### src/rtl/rsq_pkg.sv
package rsq_pkg;

    typedef enum logic [2:0] {
        SEQ_IDLE  = 3'd0,
        SEQ_RX    = 3'd1,
        SEQ_TX    = 3'd2,
        SEQ_ED    = 3'd3,
        SEQ_TXACK = 3'd4,
        SEQ_CCCA  = 3'd5
    } seq_code_e;

    typedef enum logic [2:0] {
        PH_IDLE,
        PH_RX,
        PH_CHK,
        PH_TX,
        PH_ACK,
        PH_ED,
        PH_CCCA
    } phase_e;

    typedef struct packed {
        logic cca;
        logic tmo;
        logic unlock;
        logic pend;
    } flags_t;

    // symbol budget terms of the acknowledgement timeout
    localparam int HDR_SYM   = 12;
    localparam int GAP_SYM   = 10;
    localparam int ACKW_SYM  = 54;
    localparam int SYM_US_SH = 4;

endpackage

### src/rtl/rsq_ackcalc.sv
module rsq_ackcalc #(
    parameter int WU_W   = 12,
    parameter int LEN_W  = 8,
    parameter int TIME_W = 24
) (
    input  logic [WU_W-1:0]   warmup_us_i,
    input  logic [LEN_W-1:0]  frame_len_i,
    output logic [TIME_W-1:0] dur_o
);
    import rsq_pkg::*;

    logic [TIME_W-1:0] wu_sym;

    always_comb begin
        // round microseconds up to whole symbols
        wu_sym = TIME_W'(warmup_us_i >> SYM_US_SH)
               + TIME_W'(|warmup_us_i[SYM_US_SH-1:0]);
        dur_o  = wu_sym
               + TIME_W'(HDR_SYM)
               + TIME_W'({frame_len_i, 1'b0})
               + TIME_W'(GAP_SYM)
               + TIME_W'(ACKW_SYM);
    end
endmodule

### src/rtl/rsq_symtimer.sv
module rsq_symtimer #(
    parameter int SYM_DIV = 3200,
    parameter int TIME_W  = 24
) (
    input  logic              clk,
    input  logic              rst_n,
    input  logic              arm_i,
    input  logic [TIME_W-1:0] dur_i,
    input  logic              clr_i,
    output logic [TIME_W-1:0] evt_o,
    output logic [TIME_W-1:0] cmp_o,
    output logic              cmp_en_o,
    output logic              hit_o
);
    localparam int PRE_W = (SYM_DIV > 2) ? $clog2(SYM_DIV) : 1;

    typedef struct packed {
        logic [PRE_W-1:0]  pre;
        logic [TIME_W-1:0] evt;
        logic [TIME_W-1:0] cmp;
        logic              en;
    } tmr_st_t;

    tmr_st_t tmr_d, tmr_q;
    logic [TIME_W-1:0] remain;
    logic              arm_ok;

    always_comb begin
        tmr_d  = tmr_q;
        remain = tmr_q.cmp - tmr_q.evt;
        arm_ok = !tmr_q.en || (remain > TIME_W'(1));
        if (tmr_q.pre == PRE_W'(SYM_DIV - 1)) begin
            tmr_d.pre = '0;
            tmr_d.evt = tmr_q.evt + 1'b1;
        end else begin
            tmr_d.pre = tmr_q.pre + 1'b1;
        end
        if (clr_i) begin
            tmr_d.en = 1'b0;
        end else if (arm_i && arm_ok) begin
            tmr_d.cmp = tmr_q.evt + dur_i;
            tmr_d.en  = 1'b1;
        end
    end

    always_ff @(posedge clk or negedge rst_n) begin
        if (!rst_n) tmr_q <= '0;
        else        tmr_q <= tmr_d;
    end

    assign evt_o    = tmr_q.evt;
    assign cmp_o    = tmr_q.cmp;
    assign cmp_en_o = tmr_q.en;
    assign hit_o    = tmr_q.en && (tmr_q.evt == tmr_q.cmp);

    p_evt_step_r3: assert property (@(posedge clk) disable iff (!rst_n)
        (tmr_q.evt != $past(tmr_q.evt)) |-> (tmr_q.evt == $past(tmr_q.evt) + 1'b1))
        else $error("p_evt_step_r3");

    p_clr_disarm_r11: assert property (@(posedge clk) disable iff (!rst_n)
        clr_i |=> !tmr_q.en)
        else $error("p_clr_disarm_r11");

    p_rearm_guard_r10: assert property (@(posedge clk) disable iff (!rst_n)
        (arm_i && !clr_i && tmr_q.en && ((tmr_q.cmp - tmr_q.evt) <= TIME_W'(1)))
        |=> $stable(tmr_q.cmp))
        else $error("p_rearm_guard_r10");
endmodule

### src/rtl/rsq_seqfsm.sv
module rsq_seqfsm (
    input  logic               clk,
    input  logic               rst_n,
    input  logic               seq_wr_i,
    input  logic [2:0]         seq_code_i,
    input  logic               abort_i,
    input  logic               cca_bfr_tx_i,
    input  logic               tmo_stop_en_i,
    input  logic               hit_i,
    input  logic               cca_done_i,
    input  logic               cca_busy_i,
    input  logic               tx_done_i,
    input  logic               rx_frame_i,
    input  logic               ack_rx_i,
    input  logic               ack_fp_i,
    input  logic               pll_unlock_i,
    output rsq_pkg::seq_code_e code_o,
    output rsq_pkg::flags_t    flags_o,
    output logic               done_o,
    output logic               tx_req_o,
    output logic               arm_o,
    output logic               clr_o
);
    import rsq_pkg::*;

    typedef struct packed {
        seq_code_e code;
        phase_e    ph;
        logic      done;
        flags_t    fl;
    } fsm_st_t;

    fsm_st_t fsm_d, fsm_q;
    logic kill, recv, code_ok;

    always_comb begin
        fsm_d      = fsm_q;
        fsm_d.done = 1'b0;
        arm_o      = 1'b0;
        clr_o      = 1'b0;
        kill       = abort_i || (seq_wr_i && seq_code_i == 3'd0);
        code_ok    = (seq_code_i >= 3'd1) && (seq_code_i <= 3'd5);
        recv       = (fsm_q.ph == PH_RX && rx_frame_i) || (fsm_q.ph == PH_ACK && ack_rx_i);

        if (kill) begin
            fsm_d.code = SEQ_IDLE;
            fsm_d.ph   = PH_IDLE;
            fsm_d.fl   = '0;
            clr_o      = 1'b1;
        end else if (fsm_q.ph == PH_IDLE) begin
            if (seq_wr_i && code_ok) begin
                fsm_d.code = seq_code_e'(seq_code_i);
                fsm_d.fl   = '0;
                unique case (seq_code_e'(seq_code_i))
                    SEQ_RX:   fsm_d.ph = PH_RX;
                    SEQ_ED:   fsm_d.ph = PH_ED;
                    SEQ_CCCA: fsm_d.ph = PH_CCCA;
                    default:  fsm_d.ph = cca_bfr_tx_i ? PH_CHK : PH_TX;
                endcase
                arm_o = (seq_code_i == 3'(SEQ_TXACK));
            end
        end else if (pll_unlock_i) begin
            fsm_d.ph        = PH_IDLE;
            fsm_d.code      = SEQ_IDLE;
            fsm_d.done      = 1'b1;
            fsm_d.fl.unlock = 1'b1;
        end else if (hit_i && tmo_stop_en_i && fsm_q.code != SEQ_TX && !recv) begin
            fsm_d.ph     = PH_IDLE;
            fsm_d.code   = SEQ_IDLE;
            fsm_d.done   = 1'b1;
            fsm_d.fl.tmo = 1'b1;
            clr_o        = 1'b1;
        end else begin
            unique case (fsm_q.ph)
                PH_RX: if (rx_frame_i) begin
                    fsm_d.ph = PH_IDLE; fsm_d.code = SEQ_IDLE; fsm_d.done = 1'b1;
                end
                PH_CHK: if (cca_done_i) begin
                    if (cca_busy_i) begin
                        fsm_d.ph = PH_IDLE; fsm_d.code = SEQ_IDLE; fsm_d.done = 1'b1;
                        fsm_d.fl.cca = 1'b1;
                    end else begin
                        fsm_d.ph = PH_TX;
                    end
                end
                PH_TX: if (tx_done_i) begin
                    if (fsm_q.code == SEQ_TXACK) begin
                        fsm_d.ph = PH_ACK;
                    end else begin
                        fsm_d.ph = PH_IDLE; fsm_d.code = SEQ_IDLE; fsm_d.done = 1'b1;
                    end
                end
                PH_ACK: if (ack_rx_i) begin
                    fsm_d.ph = PH_IDLE; fsm_d.code = SEQ_IDLE; fsm_d.done = 1'b1;
                    fsm_d.fl.pend = ack_fp_i;
                end
                PH_ED: if (cca_done_i) begin
                    fsm_d.ph = PH_IDLE; fsm_d.code = SEQ_IDLE; fsm_d.done = 1'b1;
                    fsm_d.fl.cca = cca_busy_i;
                end
                PH_CCCA: if (cca_done_i && !cca_busy_i) begin
                    fsm_d.ph = PH_IDLE; fsm_d.code = SEQ_IDLE; fsm_d.done = 1'b1;
                end
                default: ;
            endcase
        end
    end

    always_ff @(posedge clk or negedge rst_n) begin
        if (!rst_n) begin
            fsm_q.code <= SEQ_IDLE;
            fsm_q.ph   <= PH_IDLE;
            fsm_q.done <= 1'b0;
            fsm_q.fl   <= '0;
        end else begin
            fsm_q <= fsm_d;
        end
    end

    assign code_o   = fsm_q.code;
    assign flags_o  = fsm_q.fl;
    assign done_o   = fsm_q.done;
    assign tx_req_o = (fsm_q.ph == PH_TX);

    p_done_pulse_r4: assert property (@(posedge clk) disable iff (!rst_n)
        fsm_q.done |=> !fsm_q.done)
        else $error("p_done_pulse_r4");

    p_active_no_flags_r4: assert property (@(posedge clk) disable iff (!rst_n)
        (fsm_q.code != SEQ_IDLE) |-> (fsm_q.fl == '0))
        else $error("p_active_no_flags_r4");

    p_abort_idle_r11: assert property (@(posedge clk) disable iff (!rst_n)
        abort_i |=> (fsm_q.code == SEQ_IDLE && !fsm_q.done && fsm_q.fl == '0))
        else $error("p_abort_idle_r11");

    p_unlock_first_r8: assert property (@(posedge clk) disable iff (!rst_n)
        (fsm_q.ph != PH_IDLE && pll_unlock_i && !abort_i && !(seq_wr_i && seq_code_i == 3'd0))
        |=> (fsm_q.done && fsm_q.fl.unlock && !fsm_q.fl.tmo))
        else $error("p_unlock_first_r8");

    p_plain_tx_keeps_r7: assert property (@(posedge clk) disable iff (!rst_n)
        (fsm_q.code == SEQ_TX && !pll_unlock_i && !abort_i && !seq_wr_i && !tx_done_i && !cca_done_i)
        |=> (fsm_q.code == SEQ_TX))
        else $error("p_plain_tx_keeps_r7");
endmodule

### src/rtl/rsq_ctrl.sv
module rsq_ctrl #(
    parameter int SYM_DIV = 3200,
    parameter int TIME_W  = 24,
    parameter int WU_W    = 12,
    parameter int LEN_W   = 8
) (
    input  logic              clk,
    input  logic              rst_n,
    input  logic              seq_wr_i,
    input  logic [2:0]        seq_code_i,
    input  logic              abort_i,
    input  logic              cca_bfr_tx_i,
    input  logic              tmo_stop_en_i,
    input  logic [WU_W-1:0]   warmup_us_i,
    input  logic [LEN_W-1:0]  frame_len_i,
    input  logic              arm_req_i,
    input  logic [TIME_W-1:0] arm_dur_i,
    input  logic              cca_done_i,
    input  logic              cca_busy_i,
    input  logic              tx_done_i,
    input  logic              rx_frame_i,
    input  logic              ack_rx_i,
    input  logic              ack_fp_i,
    input  logic              pll_unlock_i,
    output logic [2:0]        seq_code_o,
    output logic              tx_req_o,
    output logic              done_o,
    output logic              st_cca_o,
    output logic              st_tmo_o,
    output logic              st_unlock_o,
    output logic              st_pend_o,
    output logic [TIME_W-1:0] evt_time_o,
    output logic [TIME_W-1:0] cmp_val_o,
    output logic              cmp_en_o
);
    import rsq_pkg::*;

    seq_code_e         code;
    flags_t            flags;
    logic              fsm_arm, fsm_clr, hit;
    logic              arm_go;
    logic [TIME_W-1:0] ack_dur, arm_dur;

    rsq_ackcalc #(.WU_W(WU_W), .LEN_W(LEN_W), .TIME_W(TIME_W)) u_ackcalc (
        .warmup_us_i (warmup_us_i),
        .frame_len_i (frame_len_i),
        .dur_o       (ack_dur)
    );

    // the sequencer's own arm request takes the port over the host's
    assign arm_go  = fsm_arm || arm_req_i;
    assign arm_dur = fsm_arm ? ack_dur : arm_dur_i;

    rsq_symtimer #(.SYM_DIV(SYM_DIV), .TIME_W(TIME_W)) u_symtimer (
        .clk      (clk),
        .rst_n    (rst_n),
        .arm_i    (arm_go),
        .dur_i    (arm_dur),
        .clr_i    (fsm_clr),
        .evt_o    (evt_time_o),
        .cmp_o    (cmp_val_o),
        .cmp_en_o (cmp_en_o),
        .hit_o    (hit)
    );

    rsq_seqfsm u_seqfsm (
        .clk           (clk),
        .rst_n         (rst_n),
        .seq_wr_i      (seq_wr_i),
        .seq_code_i    (seq_code_i),
        .abort_i       (abort_i),
        .cca_bfr_tx_i  (cca_bfr_tx_i),
        .tmo_stop_en_i (tmo_stop_en_i),
        .hit_i         (hit),
        .cca_done_i    (cca_done_i),
        .cca_busy_i    (cca_busy_i),
        .tx_done_i     (tx_done_i),
        .rx_frame_i    (rx_frame_i),
        .ack_rx_i      (ack_rx_i),
        .ack_fp_i      (ack_fp_i),
        .pll_unlock_i  (pll_unlock_i),
        .code_o        (code),
        .flags_o       (flags),
        .done_o        (done_o),
        .tx_req_o      (tx_req_o),
        .arm_o         (fsm_arm),
        .clr_o         (fsm_clr)
    );

    assign seq_code_o  = code;
    assign st_cca_o    = flags.cca;
    assign st_tmo_o    = flags.tmo;
    assign st_unlock_o = flags.unlock;
    assign st_pend_o   = flags.pend;

    p_done_idle_r4: assert property (@(posedge clk) disable iff (!rst_n)
        done_o |-> (seq_code_o == 3'd0))
        else $error("p_done_idle_r4");
endmodule

### config.mk
export PLATFORM = sky130hd
export DESIGN_NAME = rsq_ctrl
export DESIGN_NICKNAME = d
export VERILOG_FILES = /design/src/rtl/rsq_pkg.sv /design/src/rtl/rsq_ackcalc.sv /design/src/rtl/rsq_symtimer.sv /design/src/rtl/rsq_seqfsm.sv /design/src/rtl/rsq_ctrl.sv
export SDC_FILE = /design/constraint.sdc
export NUM_CORES = 1
export LEC_CHECK = 0
export BUFFER_PORTS_ARGS = -buffer_cell sky130_fd_sc_hd__buf_2
export CORE_ASPECT_RATIO = 1.2
export CORE_MARGIN = 5
export CORE_UTILIZATION = 35
export DETAILED_ROUTE_END_ITERATION = 7
export HOLD_SLACK_MARGIN = 0.06
export SKIP_CTS_REPAIR_TIMING = 1
export SYNTH_ARGS = -nofsm -noshare
export SYNTH_HDL_FRONTEND = slang
export SYNTH_SLANG_ARGS = --single-unit
### constraint.sdc
create_clock -name clk -period 9.8 [get_ports clk]
set_clock_uncertainty 0.1 [all_clocks]
set_input_delay 2.45 -clock clk [delete_from_list [all_inputs] [get_ports clk]]
set_output_delay 2.45 -clock clk [all_outputs]
set_load 0.1 [all_outputs]
==> flow_metrics.tcl <==
set metrics [dict create \
    power_density_nw_per_um2 177.7 \
    antenna-diode-count 0 \
    power.total_w 0.001394 \
    via_density_per_instance 5.118 \
    via_count 5932 \
    endpoint_kind "register" \
    layout.nets 1018 \
    dp_hpwl_mm 14.18 \
    die_height_um 165.6 \
    postSynthRegisterBits 72 \
    antenna_violating_nets_post_route 0 \
    layout.filler_cells 2038 \
    synth_compound_gate_area_share_pct 17.92 \
    postSynth.asyncResetShare_pct 100.0 \
    largest_net_degree_at_the_start_of_global_routing 73 \
    share_of_synthesized_cell_area_in_full_adder_half_adder_and_majority_cells_pct 12.36 \
    ios 119 \
    first_global_vias 6030 \
    tritoncts "built" \
    number_of_nets_in_the_synthesized_netlist 956 \
    synth_enable_flop_cells 0 \
    syn2layout_area_growth_pct 11.05 \
    fp.dieArea_um2 23140 \
    reg2reg_setup_slack_ns 4.52 \
    worst_slew_pin_slew_ns 0.9500 \
    worstPathRequired_ns 9.92 \
    final.period_utilization_pct 81.35 \
    postLayoutCoreUtil_pct 39.15 \
    groute.usage.overall_pct 15.34 \
    final.setup.tns_ns 0 \
    status "finished clean" \
    path_max_fanout 5 \
    synth_simple_gate_area_share_pct 19.04 \
    mostFrequentLayoutCell "sky130_fd_sc_hd__buf_2" \
    number_of_standard_cells_after_synthesis 827 \
    timing.critical_path.mode_cell "sky130_fd_sc_hd__ha_1" \
    hold_ws_ns 0.3856 \
    mappedNetlistArea_um2 7064 \
    critical_path.startpoint_type "input pin" \
    post_place_worst_slack_ns 1.491 \
    ys_seq_area_share_pct 25.50 \
    detailedRoute.firstIterationViolations 246 \
    fin_ws_ns 1.828 \
    grt_remaining_overflow 0 \
    p_leak_nw 3.771 \
    cts.sink_count 72 \
    rows 57 \
    most-common-layout-cells "sky130_fd_sc_hd__buf_2 (117), sky130_fd_sc_hd__dfrtp_1 (72), sky130_fd_sc_hd__nand2_1 (70), sky130_fd_sc_hd__ha_1 (65), sky130_fd_sc_hd__a21oi_1 (59)" \
    clk_path_buf_depth 2 \
    post_drt_wl_per_cell_um 15.47 \
    slowest_delay_ns 0.60 \
    initial_utilization_pct 35.25 \
    routed_wirelength_mm 17.93 \
    portBuffers 118 \
    grt_setup_unrepaired "no" \
    drive_above_1_share_pct 19.80 \
    arrival_ns 8.09 \
    clock_latency_ns 0.34 \
    fin_crit_ns 7.972 \
    grt_first_pass_wirelength_mm 29.70 \
    synthesis.yosys.warnings 0 \
    synth_cell_types 70 \
    core_region_area_um2 20040 \
    clock_tree.root_cell "sky130_fd_sc_hd__clkbuf_16" \
    muxShareOfSynthArea_pct 5.845 \
    synthXorXnorAreaFrac_pct 9.299 \
    synth_flop_cell "sky130_fd_sc_hd__dfrtp_1" \
    clock.fmax_mhz 125.4 \
    number_of_cts_inserted_buffers 9 \
    critical_path.slowest_cell "sky130_fd_sc_hd__o41ai_1" \
    cts_htree_levels 3 \
    setup_viol_count_final 0 \
    synth.avg_cell_area_um2 8.542 \
    cts.reportedPaths.clkPinSlew_ns 0.06 \
    x_dimension_of_the_die_um 139.7 \
    worst_ir_drop_vdd_v 0.0001474 \
    gp_congestion 0.8728 \
    relSlewSlack_pct 36.67 \
    final-hold-violation-count 0 \
    remaining_drc_errors 0 \
    drt_first_pass_iters 5 \
    synth_top_family_by_area "simple AND/OR/NAND/NOR gates" \
    grt_antenna_before_repair 0 \
    slew_violations 0 \
    worst-setup-path-type "input pin to register" \
    timing.hold.worst.class "register to register" \
    maxCapViolations 0 \
]
-- metrics by stage --
stage / area [um^2] / instances
after floorplan: 7064 / 827
after global placement: 7517 / 1143
after detailed placement: 7517 / 1143
after CTS: 7845 / 1159
after global routing: 7845 / 1159
final: 7845 / 1159
-- power breakdown --
| part | switching (W) | internal (W) | total, W |
|---|---|---|---|
| registers | 0.0000427 | 0.000329 | 0.000371 |
| logic | 0.000450 | 0.000209 | 0.000659 |
| clock network | 0.000137 | 0.000226 | 0.000364 |
| total | 0.000630 | 0.000764 | 0.00139 |
-- final timing paths --
path	startpoint	end	cells after the start
min in group asynchronous	rst_n	u_symtimer.tmr_q[51]	1
worst max-delay path	warmup_us_i[1]	u_symtimer.cmp_o[22]	27
worst max register to register	u_seqfsm.fsm_q[6]	u_symtimer.cmp_o[22]	17
worst min register to register	u_symtimer.tmr_q[55]	u_symtimer.tmr_q[55]	1
worst min-delay path	u_symtimer.tmr_q[55]	u_symtimer.tmr_q[55]	1
max in group asynchronous	rst_n	u_symtimer.cmp_o[12]	1
-- final cells by class --
| class | instances | area, um^2 | share of cell area, % |
|---|---|---|---|
| multi-input combinational | 628 | 4554 | 58.05 |
| sequential | 72 | 1802 | 22.97 |
| tap | 265 | 331.6 | 4.226 |
| inverter | 57 | 214.0 | 2.727 |
| timing repair buffer | 121 | 615.6 | 7.847 |
| clock inverter | 7 | 102.6 | 1.308 |
| clock buffer | 9 | 225.2 | 2.871 |
-- routing by layer --
| metal | track usage (%) | share of wire, % | vias to the layer above |
|---|---|---|---|
| li1 | - | - | 3021 |
| met1 | 19.22 | 45 | 2768 |
| met2 | 26.56 | 49 | 124 |
| met3 | 2.912 | 4.3 | 19 |
| met4 | 4.888 | 2.0 | 0 |
| met5 | 0 | 0 | - |
-- worst max-delay path, delay by kind of cell --
family | cells | cell delay (ns)
AO/OA/AOI/OAI | 11 | 2.55
buffers and inverters | 4 | 0.27
XOR/XNOR | 2 | 0.26
adder cells (fa/ha/maj) | 6 | 1.60
AND/OR/NAND/NOR | 3 | 0.71
multiplexers | 1 | 0.27
-- cells by family (layout without fill, tap and decap cells) --
group           Yosys count  count (layout)
mux                      31              31
buf+inv                 127             194
simple gates            263             263
compound gates          191             191
fa+ha+maj                68              68
flops                    72              72
xor+xnor                 75              75
-- registers in the layout (all words and copies together), names as in the netlist --
name,flops
u_symtimer.evt_o,24
u_seqfsm.code_o,3
u_symtimer.tmr_q,12
u_seqfsm.done_o,1
u_seqfsm.fsm_q,3
u_symtimer.cmp_en_o,1
u_seqfsm.flags_o,4
u_symtimer.cmp_o,24
-- synthesized netlist by cell type, drive strengths merged (5+ instances only) --
cell | instances | area share [%]
a211oi | 11 | 1.2
a21o | 19 | 2.0
a21oi | 60 | 4.3
a31oi | 7 | 0.62
and2 | 16 | 1.4
and3 | 19 | 1.7
buf | 54 | 6.1
clkbuf | 16 | 0.85
dfrtp | 72 | 26
ha | 65 | 12
inv | 57 | 3.0
mux2 | 25 | 5.0
mux2i | 6 | 0.85
nand2 | 70 | 3.7
nand2b | 8 | 0.71
nand3 | 36 | 2.6
nand3b | 5 | 0.53
nand4 | 12 | 1.2
nor2 | 43 | 2.3
nor2b | 7 | 0.62
nor3 | 16 | 1.1
nor3b | 6 | 0.64
nor4 | 5 | 0.53
o211ai | 5 | 0.53
o21a | 5 | 0.53
o21ai | 34 | 2.6
o21bai | 10 | 1.1
o31a | 5 | 0.62
or3 | 7 | 0.62
xnor2 | 58 | 7.2
xor2 | 17 | 2.1
(Power assumes the default switching activity.)
